**src/rtl/cmo_pkg.sv**
```systemverilog
package cmo_pkg;

  localparam int NUM_OPS = 23;
  localparam int IDX_W   = $clog2(NUM_OPS);

  // who may issue an encoding and in which direction
  typedef enum logic [2:0] {
    ACC_PRIV_WR = 3'd0,
    ACC_ANY_WR  = 3'd1,
    ACC_DBG_WR  = 3'd2,
    ACC_PRIV_RD = 3'd3,
    ACC_ANY_RD  = 3'd4
  } accClass_t;

  typedef struct packed {
    logic             hit;
    logic             resv;
    accClass_t        cls;
    logic [IDX_W-1:0] idx;
  } cmoEntry_t;

  // strobes from the control to the datapath
  typedef struct packed {
    logic fireOp;
    logic fireNop;
    logic fireUndef;
  } cmoStrobe_t;

  function automatic cmoEntry_t mkEntry(int idx, accClass_t cls);
    cmoEntry_t e;
    e.hit  = 1'b1;
    e.resv = 1'b0;
    e.cls  = cls;
    e.idx  = IDX_W'(idx);
    return e;
  endfunction

  function automatic logic clsIsRead(accClass_t cls);
    return (cls == ACC_PRIV_RD) || (cls == ACC_ANY_RD);
  endfunction

endpackage

```
**src/rtl/cmo_enc_table.sv**
```systemverilog
module cmo_enc_table
  import cmo_pkg::*;
#(
  parameter int CRM_W = 4,
  parameter int OP2_W = 3
) (
  input  logic [CRM_W-1:0] crm,
  input  logic [OP2_W-1:0] op2,
  output cmoEntry_t        entry
);

  int c;
  int o;

  always_comb begin
    c = int'(crm);
    o = int'(op2);
    entry = '0;
    case (c)
      0: if (o == 4) entry = mkEntry(0, ACC_PRIV_WR);
      5: begin
        case (o)
          0: entry = mkEntry(1, ACC_PRIV_WR);
          1: entry = mkEntry(2, ACC_PRIV_WR);
          2: entry = mkEntry(3, ACC_PRIV_WR);
          4: entry = mkEntry(4, ACC_ANY_WR);
          6: entry = mkEntry(5, ACC_DBG_WR);
          7: entry = mkEntry(6, ACC_DBG_WR);
          default: entry = '0;
        endcase
      end
      6: begin
        case (o)
          0: entry = mkEntry(7, ACC_PRIV_WR);
          1: entry = mkEntry(8, ACC_PRIV_WR);
          2: entry = mkEntry(9, ACC_PRIV_WR);
          default: entry = '0;
        endcase
      end
      7: begin
        if (o == 0) entry = mkEntry(10, ACC_PRIV_WR);
        else        entry.resv = 1'b1;
      end
      10: begin
        case (o)
          0: entry = mkEntry(11, ACC_PRIV_WR);
          1: entry = mkEntry(12, ACC_PRIV_WR);
          2: entry = mkEntry(13, ACC_PRIV_WR);
          4: entry = mkEntry(14, ACC_ANY_WR);
          5: entry = mkEntry(15, ACC_ANY_WR);
          6: entry = mkEntry(16, ACC_PRIV_RD);
          default: entry = '0;
        endcase
      end
      11: entry.resv = 1'b1;
      12: begin
        case (o)
          4: entry = mkEntry(17, ACC_ANY_RD);
          5: entry = mkEntry(18, ACC_ANY_WR);
          default: entry = '0;
        endcase
      end
      13: if (o == 1) entry = mkEntry(19, ACC_PRIV_WR);
      14: begin
        case (o)
          0: entry = mkEntry(20, ACC_PRIV_WR);
          1: entry = mkEntry(21, ACC_PRIV_WR);
          2: entry = mkEntry(22, ACC_PRIV_WR);
          default: entry = '0;
        endcase
      end
      15: entry.resv = 1'b1;
      default: entry = '0;
    endcase
  end

endmodule

```
**src/rtl/cmo_access_ctrl.sv**
```systemverilog
module cmo_access_ctrl
  import cmo_pkg::*;
(
  input  logic       reqValid,
  input  logic       op1Zero,
  input  cmoEntry_t  entry,
  input  logic       reqRead,
  input  logic       reqPriv,
  input  logic       reqDebug,
  output cmoStrobe_t strb
);

  logic dirOk;
  logic modeOk;
  logic legalOp;
  logic legalNop;

  always_comb begin
    dirOk = (clsIsRead(entry.cls) == reqRead);
    case (entry.cls)
      ACC_ANY_WR, ACC_ANY_RD: modeOk = 1'b1;
      ACC_DBG_WR:             modeOk = reqPriv | reqDebug;
      default:                modeOk = reqPriv;
    endcase
    legalOp  = op1Zero & entry.hit & dirOk & modeOk;
    legalNop = op1Zero & entry.resv & reqPriv & ~reqRead;

    strb.fireOp    = reqValid & legalOp;
    strb.fireNop   = reqValid & legalNop;
    strb.fireUndef = reqValid & ~legalOp & ~legalNop;
  end

endmodule

```
**src/rtl/cmo_out_path.sv**
```systemverilog
module cmo_out_path
  import cmo_pkg::*;
(
  input  logic                clk,
  input  logic                rst_n,
  input  cmoStrobe_t          strb,
  input  logic [IDX_W-1:0]    idx,
  output logic [NUM_OPS-1:0]  opStrobe,
  output logic                nopStrobe,
  output logic                undefStrobe
);

  for (genvar i = 0; i < NUM_OPS; i++) begin : g_opBit
    always_ff @(posedge clk or negedge rst_n) begin
      if (!rst_n) opStrobe[i] <= 1'b0;
      else        opStrobe[i] <= strb.fireOp && (idx == IDX_W'(i));
    end
  end

  always_ff @(posedge clk or negedge rst_n) begin
    if (!rst_n) begin
      nopStrobe   <= 1'b0;
      undefStrobe <= 1'b0;
    end else begin
      nopStrobe   <= strb.fireNop;
      undefStrobe <= strb.fireUndef;
    end
  end

endmodule

```
**src/rtl/cmo_cmd_decoder.sv**
```systemverilog
module cmo_cmd_decoder
  import cmo_pkg::*;
#(
  parameter int OP1_W = 3,
  parameter int CRM_W = 4,
  parameter int OP2_W = 3
) (
  input  logic                clk,
  input  logic                rst_n,
  input  logic                reqValid,
  input  logic [OP1_W-1:0]    reqOp1,
  input  logic [CRM_W-1:0]    reqCrm,
  input  logic [OP2_W-1:0]    reqOp2,
  input  logic                reqRead,
  input  logic                reqPriv,
  input  logic                reqDebug,
  output logic [NUM_OPS-1:0]  opStrobe,
  output logic                nopStrobe,
  output logic                undefStrobe
);

  cmoEntry_t  entry;
  cmoStrobe_t strb;
  logic       op1Zero;

  assign op1Zero = (reqOp1 == '0);

  cmo_enc_table #(.CRM_W(CRM_W), .OP2_W(OP2_W)) u_table (
    .crm   (reqCrm),
    .op2   (reqOp2),
    .entry (entry)
  );

  cmo_access_ctrl u_ctrl (
    .reqValid (reqValid),
    .op1Zero  (op1Zero),
    .entry    (entry),
    .reqRead  (reqRead),
    .reqPriv  (reqPriv),
    .reqDebug (reqDebug),
    .strb     (strb)
  );

  cmo_out_path u_out (
    .clk         (clk),
    .rst_n       (rst_n),
    .strb        (strb),
    .idx         (entry.idx),
    .opStrobe    (opStrobe),
    .nopStrobe   (nopStrobe),
    .undefStrobe (undefStrobe)
  );

endmodule

```
**config.mk**
```make
export PLATFORM = sky130hd
export DESIGN_NAME = cmo_cmd_decoder
export DESIGN_NICKNAME = d
export VERILOG_FILES = /design/src/rtl/cmo_pkg.sv /design/src/rtl/cmo_enc_table.sv /design/src/rtl/cmo_access_ctrl.sv /design/src/rtl/cmo_out_path.sv /design/src/rtl/cmo_cmd_decoder.sv
export SDC_FILE = /design/constraint.sdc
export NUM_CORES = 1
export LEC_CHECK = 0
export BUFFER_PORTS_ARGS = -buffer_cell sky130_fd_sc_hd__buf_2
export CAP_MARGIN = 10
export CORE_MARGIN = 2
export CORE_UTILIZATION = 53
export DETAILED_ROUTE_END_ITERATION = 7
export PLACE_DENSITY_LB_ADDON = 0.05
export SYNTH_ARGS = -nofsm -noshare
export SYNTH_HDL_FRONTEND = slang
export SYNTH_SLANG_ARGS = --single-unit
```
**constraint.sdc**
```tcl
create_clock -name clk -period 0.8 [get_ports clk]
set_input_delay 0.12 -clock clk [delete_from_list [all_inputs] [get_ports clk]]
set_output_delay 0.12 -clock clk [all_outputs]
set_load 0.005 [all_outputs]
```
==> results.sh, run 1 <==
export IMPL_worst_ep_required_time_ns=1.04
export IMPL_synth_seq_cells=25
export IMPL_switching_power_uw=860
export IMPL_wl_per_cell_um=22.7
export IMPL_hold_start="reqValid"
export IMPL_yosysWarnings=0
export IMPL_regArea_um2=626
export IMPL_min_period_over_period_pct=212
export IMPL_drive_above_1_share_pct=59.3
export IMPL_grt_pass1_wl_mm=8.45
export IMPL_outcome="complete, but fails checks"
export IMPL_failed_checks="setup timing"
export IMPL_swShare_pct=31.5
export IMPL_hold_path_cell_count=3
export IMPL_cpPeakStageDelay_ns=0.41
export IMPL_cts_tree="done"
export IMPL_critical_path_cell_count=9
export IMPL_synth_cells=170
export IMPL_rows=20
export IMPL_clock_root_buffer="clkbuf_4"
export IMPL_clockBufferDepth=2
export IMPL_startpoint="reqCrm[1]"
export IMPL_critPathCapture="u_out.opStrobe[9]"
export IMPL_nFillCells=98
export IMPL_place_gp_congestion=0.969
export IMPL_comb_power_share_pct=33.1
export IMPL_grt_max_degree=26
export IMPL_htreeDepth=1
export IMPL_max_freq_mhz=588
export IMPL_critPathCaptureType="flip-flop"
export IMPL_die_x_um=59.3
export IMPL_start_util_pct=54.4
export IMPL_p_int_uw=1870
export IMPL_drt_wl_total_mm=7.09
export IMPL_die_area_mm2=0.00352
export IMPL_final_common_cell="buf_4"
export IMPL_pwr_share_seq_pct=46.5
export IMPL_worstPathMaxFanout=11
export IMPL_clock_power_share_pct=20.3
export IMPL_clkTransAtPathRegs_ns=0.14
export IMPL_portBuffers=40
export IMPL_crit_chain="buf_4 > buf_8 > buf_4 > nor4bb_2 > nand3_1 > o21a_1 > a31oi_1 > nand4_1 > nor2_1"
export IMPL_relSlewSlack_pct=68.4
export IMPL_cts_sinks=25
export IMPL_worst_slack_ns=-0.899
export IMPL_grt_setup_unrepaired="yes"
export IMPL_critPathLaunchType="input pin"
export IMPL_path_class="input pin to flip-flop"
export IMPL_area_delta_synth_final_pct=71.0
export IMPL_async_flop_share_pct=100
export IMPL_drt_iter0_markers=216
export IMPL_drc_errors=0
export IMPL_design_core_area_mm2=0.00298
export IMPL_via_per_inst=6.68
export IMPL_dr_pass1_iters=6
export IMPL_grt_usage_pct=31.9
export IMPL_synthFlopType="dfrtp_1"
export IMPL_setup_tns_final_ns=-22.44
export IMPL_worstPathArrival_ns=1.94
export IMPL_crit_top_cell="buf_4"
export IMPL_yosysSeqAreaShare_pct=38.6
export IMPL_power_density_mw_per_mm2=984
export IMPL_path_buf_inv=3
export IMPL_synth_nets=186
export IMPL_hold_viol=0
export IMPL_cts_buffers=3
export IMPL_period_minus_slack_ns=1.70
export IMPL_finalMaxSlewViolations=0
export IMPL_syn_cell_area_mm2=0.00162
export IMPL_setup_viol=50
export IMPL_synth_edf_count=0
export IMPL_dp_hpwl_mm=3.73
export IMPL_path_delay_family="simple AND/OR/NAND/NOR gates"
export IMPL_grt_pass1_vias=1804
export IMPL_final_antenna_net_count=0
export IMPL_route_vias_total=2090
export IMPL_final_nets=297
export IMPL_ioPinCount=41
export IMPL_diodes=0
export IMPL_overflow=0
export IMPL_antenna_found_initial=0
export IMPL_die_h_um=59.3
export IMPL_worst_path_max_delay_cell="nor4bb_2"
export IMPL_maxCapViolations=0
export IMPL_ys_types=58
export IMPL_final_cell_mix="68 x buf_4, 32 x buf_2, 25 x dfrtp_1"
export IMPL_syn_area_per_cell_um2=9.53
export IMPL_place_ws_ns=-1.22
export IMPL_multi_input_area_mm2=0.00117
export IMPL_min_path_type="input pin to flip-flop"
export IMPL_worst_slew_pin_transition_ns=0.472
export IMPL_vdd_drop_max_mv=0.622
export IMPL_p_leak_uw=0.00127
## power groups by stage
stage,Clock [uW],Combinational (uW),Sequential [uW]
6_report,554,903,1270
5_1_grt,596,937,1270
4_1_cts,533,742,1270
3_5_place_dp,0,658,1290
3_3_place_gp,0,637,1290
2_1_floorplan,0,329,1290
## routing by layer
| metal | routed length (um) | GRT usage (%) | part of all wire (%) |
|---|---|---|---|
| met4 | 514 | 15.6 | 7.2 |
| met1 | 2580 | 38.5 | 36 |
| met2 | 3410 | 55.1 | 48 |
| met3 | 591 | 4.37 | 8.3 |
| met5 | 0 | 0 | 0 |
## Yosys cell counts, types with 2 or more instances
cell / instances / area [um2]
nor3b_1: 3 / 22.5
or2_2: 2 / 12.5
inv_1: 6 / 22.5
nand4_1: 4 / 25.0
nor4_2: 3 / 37.5
nand4bb_1: 3 / 33.8
buf_2: 7 / 35.0
or3_1: 4 / 25.0
nor2b_1: 3 / 18.8
dfrtp_1: 25 / 626
buf_4: 2 / 15.0
nor3_2: 3 / 30.0
nand2b_1: 7 / 43.8
nand2_1: 9 / 33.8
o31ai_1: 2 / 15.0
and3b_1: 2 / 17.5
nor2_1: 13 / 48.8
a21oi_1: 7 / 35.0
nor3_1: 5 / 25.0
nand3_1: 5 / 25.0
o211ai_1: 3 / 22.5
a31oi_1: 3 / 18.8
or4_1: 2 / 15.0
nor4_1: 6 / 37.5
a2111oi_0: 2 / 17.5
o21ai_0: 6 / 30.0
xnor2_1: 2 / 17.5
## worst min path at each step
stage	endpoint	slack, ns
detailed placement	u_out.opStrobe[11]	0.07
global route	u_out.undefStrobe	0.1
finish	u_out.undefStrobe	0.12
CTS	u_out.undefStrobe	0.11
floorplan	u_out.nopStrobe	-0.18
global placement	u_out.opStrobe[21]	0.06
## metrics by stage
step	std cells	instance area, um2	util [%]	power [uW]	hold WS, ns
2_1_floorplan	170	1710	-	1620	-0.176
3_3_place_gp	289	2320	78.1	1930	0.0630
3_5_place_dp	289	2320	78.1	1950	0.0672
4_1_cts	306	2560	86.0	2540	0.107
5_1_grt	313	2770	93.0	2800	0.0988
6_report	313	2770	93.0	2730	0.125
## worst min-delay path, cell delays in order
cell and delay (ns):
buf_2 0.15, o31ai_1 0.09, a21oi_1 0.05
## what timing repair did
item                                   CTS  global route
pin swaps                                8             7
hold buffers                             1             0
resized for setup                       25            32
setup buffers                           11             8
endpoints found under the hold margin   25             0
setup endpoints to repair               50            50
cloned                                   1             0
## state kept, by name, indices dropped and copies added, names as in the netlist
register / flops
u_out.opStrobe: 23
u_out.nopStrobe: 1
u_out.undefStrobe: 1
## cells by family (layout without fill, tap and decap cells)
family	after synthesis	after routing	share of synthesized area (%)
xor gates and xnor gates	3	3	1.62
and+or+nand+nor	86	87	35.9
buffers and inverters	18	127	5.64
AOI/OAI and AO/OA	38	38	18.2
DFF	25	25	38.6
## final cells by class
| class | instances | share of cell area [%] |
|---|---|---|
| Sequential cell | 25 | 22.6 |
| Inverter | 6 | 0.949 |
| Clock inverter | 1 | 0.181 |
| Tap cell | 33 | 1.49 |
| Timing Repair Buffer | 117 | 31.8 |
| Clock buffer | 3 | 0.813 |
| Multi-Input combinational cell | 128 | 42.2 |
(Power assumes the default switching activity.)
==> run 2: changes to the inputs <==
CORE_ASPECT_RATIO = 1.25   (was not set)
SKIP_LAST_GASP = 1   (was not set)
==> results.sh, run 2 <==
export IMPL_htreeDepth=1
export IMPL_ioPinCount=41
export IMPL_haltStage="4_1_cts"
export IMPL_dp_hpwl_mm=4.32
export IMPL_synthFlopType="dfrtp_1"
export IMPL_clockBufferDepth=2
export IMPL_post_place_cells=300
export IMPL_cts_resized_gates=58
export IMPL_syn_cell_area_mm2=0.00162
export IMPL_start_util_pct=55.5
export IMPL_ys_types=58
export IMPL_synth_cells=170
export IMPL_error="[ERROR DPL-0033] detailed placement checks failed during check placement."
export IMPL_yosysWarnings=0
export IMPL_post_cts_buffers=12
export IMPL_yosysSeqAreaShare_pct=38.6
export IMPL_synth_seq_cells=25
export IMPL_synth_nets=186
export IMPL_die_h_um=65.8
export IMPL_async_flop_share_pct=100
export IMPL_outcome="stopped before the end"
export IMPL_clock_root_buffer="clkbuf_4"
export IMPL_syn_area_per_cell_um2=9.53
export IMPL_yosysMostFrequentCell="dfrtp_1"
export IMPL_ctsHoldBuffers=1
export IMPL_ys_top_cells_by_count="25 x dfrtp_1, 13 x nor2_1, 9 x nand2_1"
export IMPL_synth_top_area_share_pct=38.6
export IMPL_synth_edf_count=0
export IMPL_place_gp_congestion=0.913
export IMPL_synth_largest_area_cell="dfrtp_1"
export IMPL_place_ws_ns=-1.23
export IMPL_postPlaceCellArea_mm2=0.00241
export IMPL_cts_buffers=3
export IMPL_die_x_um=53.5
export IMPL_cts_sinks=25
export IMPL_rows=22
export IMPL_ys_top_cells_by_area="dfrtp_1 39%, nor2_1 3.0%, nand2b_1 2.7%, nor4_1 2.3%, nor4_2 2.3%"
export IMPL_portBuffers=40
==> run 2: cell counts after synthesis <==
No cell type changed its count.
==> run 2: logic make-up after synthesis <==
kind of cell           after synthesis  synth area share, %
AND/OR/NAND/NOR                     86                 35.9
XOR/XNOR                             3                 1.62
AO/OA/AOI/OAI                       38                 18.2
flip-flops                          25                 38.6
buffers and inverters               18                 5.64
==> run 2: through the flow <==
stage / TNS, ns / hold slack [ns]
3_5_place_dp: -26.23 / 0.125
2_1_floorplan: -18.68 / -0.176
3_3_place_gp: -24.79 / 0.0998
==> run 3: changes to the inputs <==
CORE_ASPECT_RATIO = not set   (was 1.25)
CORE_UTILIZATION = 40   (was 53)
PLACE_DENSITY_LB_ADDON = 0.15   (was 0.05)
==> results.sh, run 3 (synthesized netlist as in run 1, its figures left out) <==
export IMPL_grt_pass1_wl_mm=8.99
export IMPL_crit_chain="buf_8 > buf_4 > buf_12 > xor2_1 > a2bb2oi_1 > nor2_1 > o211ai_1 > nand4b_1 > buf_4 > nor4b_1"
export IMPL_worstPathMaxFanout=6
export IMPL_dr_pass1_iters=4
export IMPL_reg_largest_list="u_out.opStrobe (23), u_out.nopStrobe (1), u_out.undefStrobe (1)"
export IMPL_min_period_over_period_pct=205
export IMPL_power_density_mw_per_mm2=1030
export IMPL_ioPinCount=41
export IMPL_design_core_area_mm2=0.00394
export IMPL_place_ws_ns=-1.17
export IMPL_final_nets=310
export IMPL_portBuffers=40
export IMPL_nFillCells=287
export IMPL_maxCapViolations=0
export IMPL_p_int_uw=2090
export IMPL_final_cell_mix="78 x buf_4, 34 x buf_2, 25 x dfrtp_1"
export IMPL_multi_input_area_mm2=0.00111
export IMPL_grt_setup_unrepaired="yes"
export IMPL_cts_tree="done"
export IMPL_dp_hpwl_mm=4.19
export IMPL_setup_viol=50
export IMPL_critPathLaunchType="input pin"
export IMPL_failed_checks="setup timing"
export IMPL_max_freq_mhz=610
export IMPL_clockBufferDepth=2
export IMPL_path_class="input pin to flip-flop"
export IMPL_htreeDepth=1
export IMPL_drt_iter0_markers=113
export IMPL_cts_buffers=3
export IMPL_min_path_type="input pin to asynchronous set/reset pin"
export IMPL_comb_power_share_pct=31.2
export IMPL_rows=23
export IMPL_worst_slew_pin_transition_ns=0.421
export IMPL_route_vias_total=1853
export IMPL_drt_wl_total_mm=5.69
export IMPL_die_h_um=67.6
export IMPL_area_delta_synth_final_pct=78.1
export IMPL_p_leak_uw=0.00134
export IMPL_grt_pass1_vias=1823
export IMPL_period_minus_slack_ns=1.64
export IMPL_diodes=0
export IMPL_relSlewSlack_pct=71.5
export IMPL_outcome="complete, but fails checks"
export IMPL_total_power_uw=2970
export IMPL_finalMaxSlewViolations=0
export IMPL_setup_tns_final_ns=-19.27
export IMPL_die_area_mm2=0.00458
export IMPL_start_util_pct=41.1
export IMPL_pwr_share_seq_pct=42.6
export IMPL_worst_slack_ns=-0.840
export IMPL_largest_register_ff_count=23
export IMPL_drc_errors=0
export IMPL_drive_above_1_share_pct=60.1
export IMPL_die_x_um=67.6
export IMPL_switching_power_uw=878
export IMPL_vdd_drop_max_mv=0.850
export IMPL_post_place_cells=322
export IMPL_swShare_pct=29.6
export IMPL_overflow=0
export IMPL_wl_per_cell_um=16.6
export IMPL_place_gp_congestion=0.914
export IMPL_clock_root_buffer="clkbuf_8"
export IMPL_worstPathArrival_ns=1.82
export IMPL_cts_sinks=25
export IMPL_final_util_pct=73.2
export IMPL_critPathCaptureType="flip-flop"
export IMPL_clock_power_share_pct=26.2
export IMPL_worst_ep_required_time_ns=0.98
export IMPL_antenna_found_initial=0
export IMPL_stdcell_count=343
export IMPL_grt_usage_pct=26.6
export IMPL_clkTransAtPathRegs_ns=0.10
export IMPL_largest_register="u_out.opStrobe"
export IMPL_hold_viol=0
export IMPL_final_antenna_net_count=0
export IMPL_worst_path_max_delay_cell="o211ai_1"
export IMPL_final_common_cell="buf_4"
export IMPL_grt_max_degree=25
export IMPL_regArea_um2=626
export IMPL_cpPeakStageDelay_ns=0.33
export IMPL_via_per_inst=5.40
export IMPL_crit_top_cell="buf_4"
[run 3: area by class of cell]
cell class                      count  share of cell area, %
Tap cell                           50                   2.17
Multi-Input combinational cell    127                   38.5
Inverter                            6                   1.26
Sequential cell                    25                   21.7
Clock inverter                      1                  0.260
Clock buffer                        3                   1.43
Timing Repair Buffer              131                   34.7
[run 3: metrics by stage]
stage / instance area, um2 / hold WS (ns)
finish: 2890 / 0.172
detailed placement: 2480 / -0.0782
CTS: 2800 / 0.183
floorplan: 1710 / -0.176
global route: 2890 / 0.187
global placement: 2480 / -0.0802
[run 3: how the worst max path moves through the flow]
stage	start	endpoint	slack [ns]	cells past startpoint
floorplan	reqCrm[3]	u_out.opStrobe[7]	-0.86	7
detailed placement	reqCrm[1]	u_out.opStrobe[19]	-1.17	9
finish	reqCrm[1]	u_out.opStrobe[3]	-0.84	10
CTS	reqCrm[1]	u_out.opStrobe[20]	-0.77	8
global placement	reqCrm[1]	u_out.opStrobe[2]	-1.11	9
global route	reqCrm[1]	u_out.opStrobe[2]	-0.87	10
[run 3: power groups by stage]
stage | Sequential [uW] | Clock (uW) | Combinational [uW]
floorplan | 1290 | 0 | 329
global placement | 1290 | 0 | 733
detailed placement | 1290 | 0 | 746
CTS | 1270 | 768 | 871
global route | 1270 | 828 | 989
finish | 1270 | 778 | 926
[run 3: worst max-delay path: cells and delay by family]
family | cells | cell delay, ns
compound gates | 2 | 0.47
buf+inv | 4 | 0.57
xor+xnor | 1 | 0.14
simple gates | 3 | 0.52
[run 3: repair_timing]
action	in CTS	in global routing
hold buffers	1	0
endpoints found under the setup margin	50	50
gates resized for setup	45	10
cloned	1	0
pin swaps	20	8
buffers inserted	12	3
endpoints found under the hold margin	25	0
[run 3: routing by layer]
layer | vias to the layer above | share of wire [%] | global-route usage [%]
met2 | 57 | 51 | 45.5
met5 | - | 0 | 0
met3 | 14 | 3.9 | 3.33
met4 | 0 | 3.2 | 12.8
li1 | 886 | - | -
met1 | 896 | 41 | 32.7
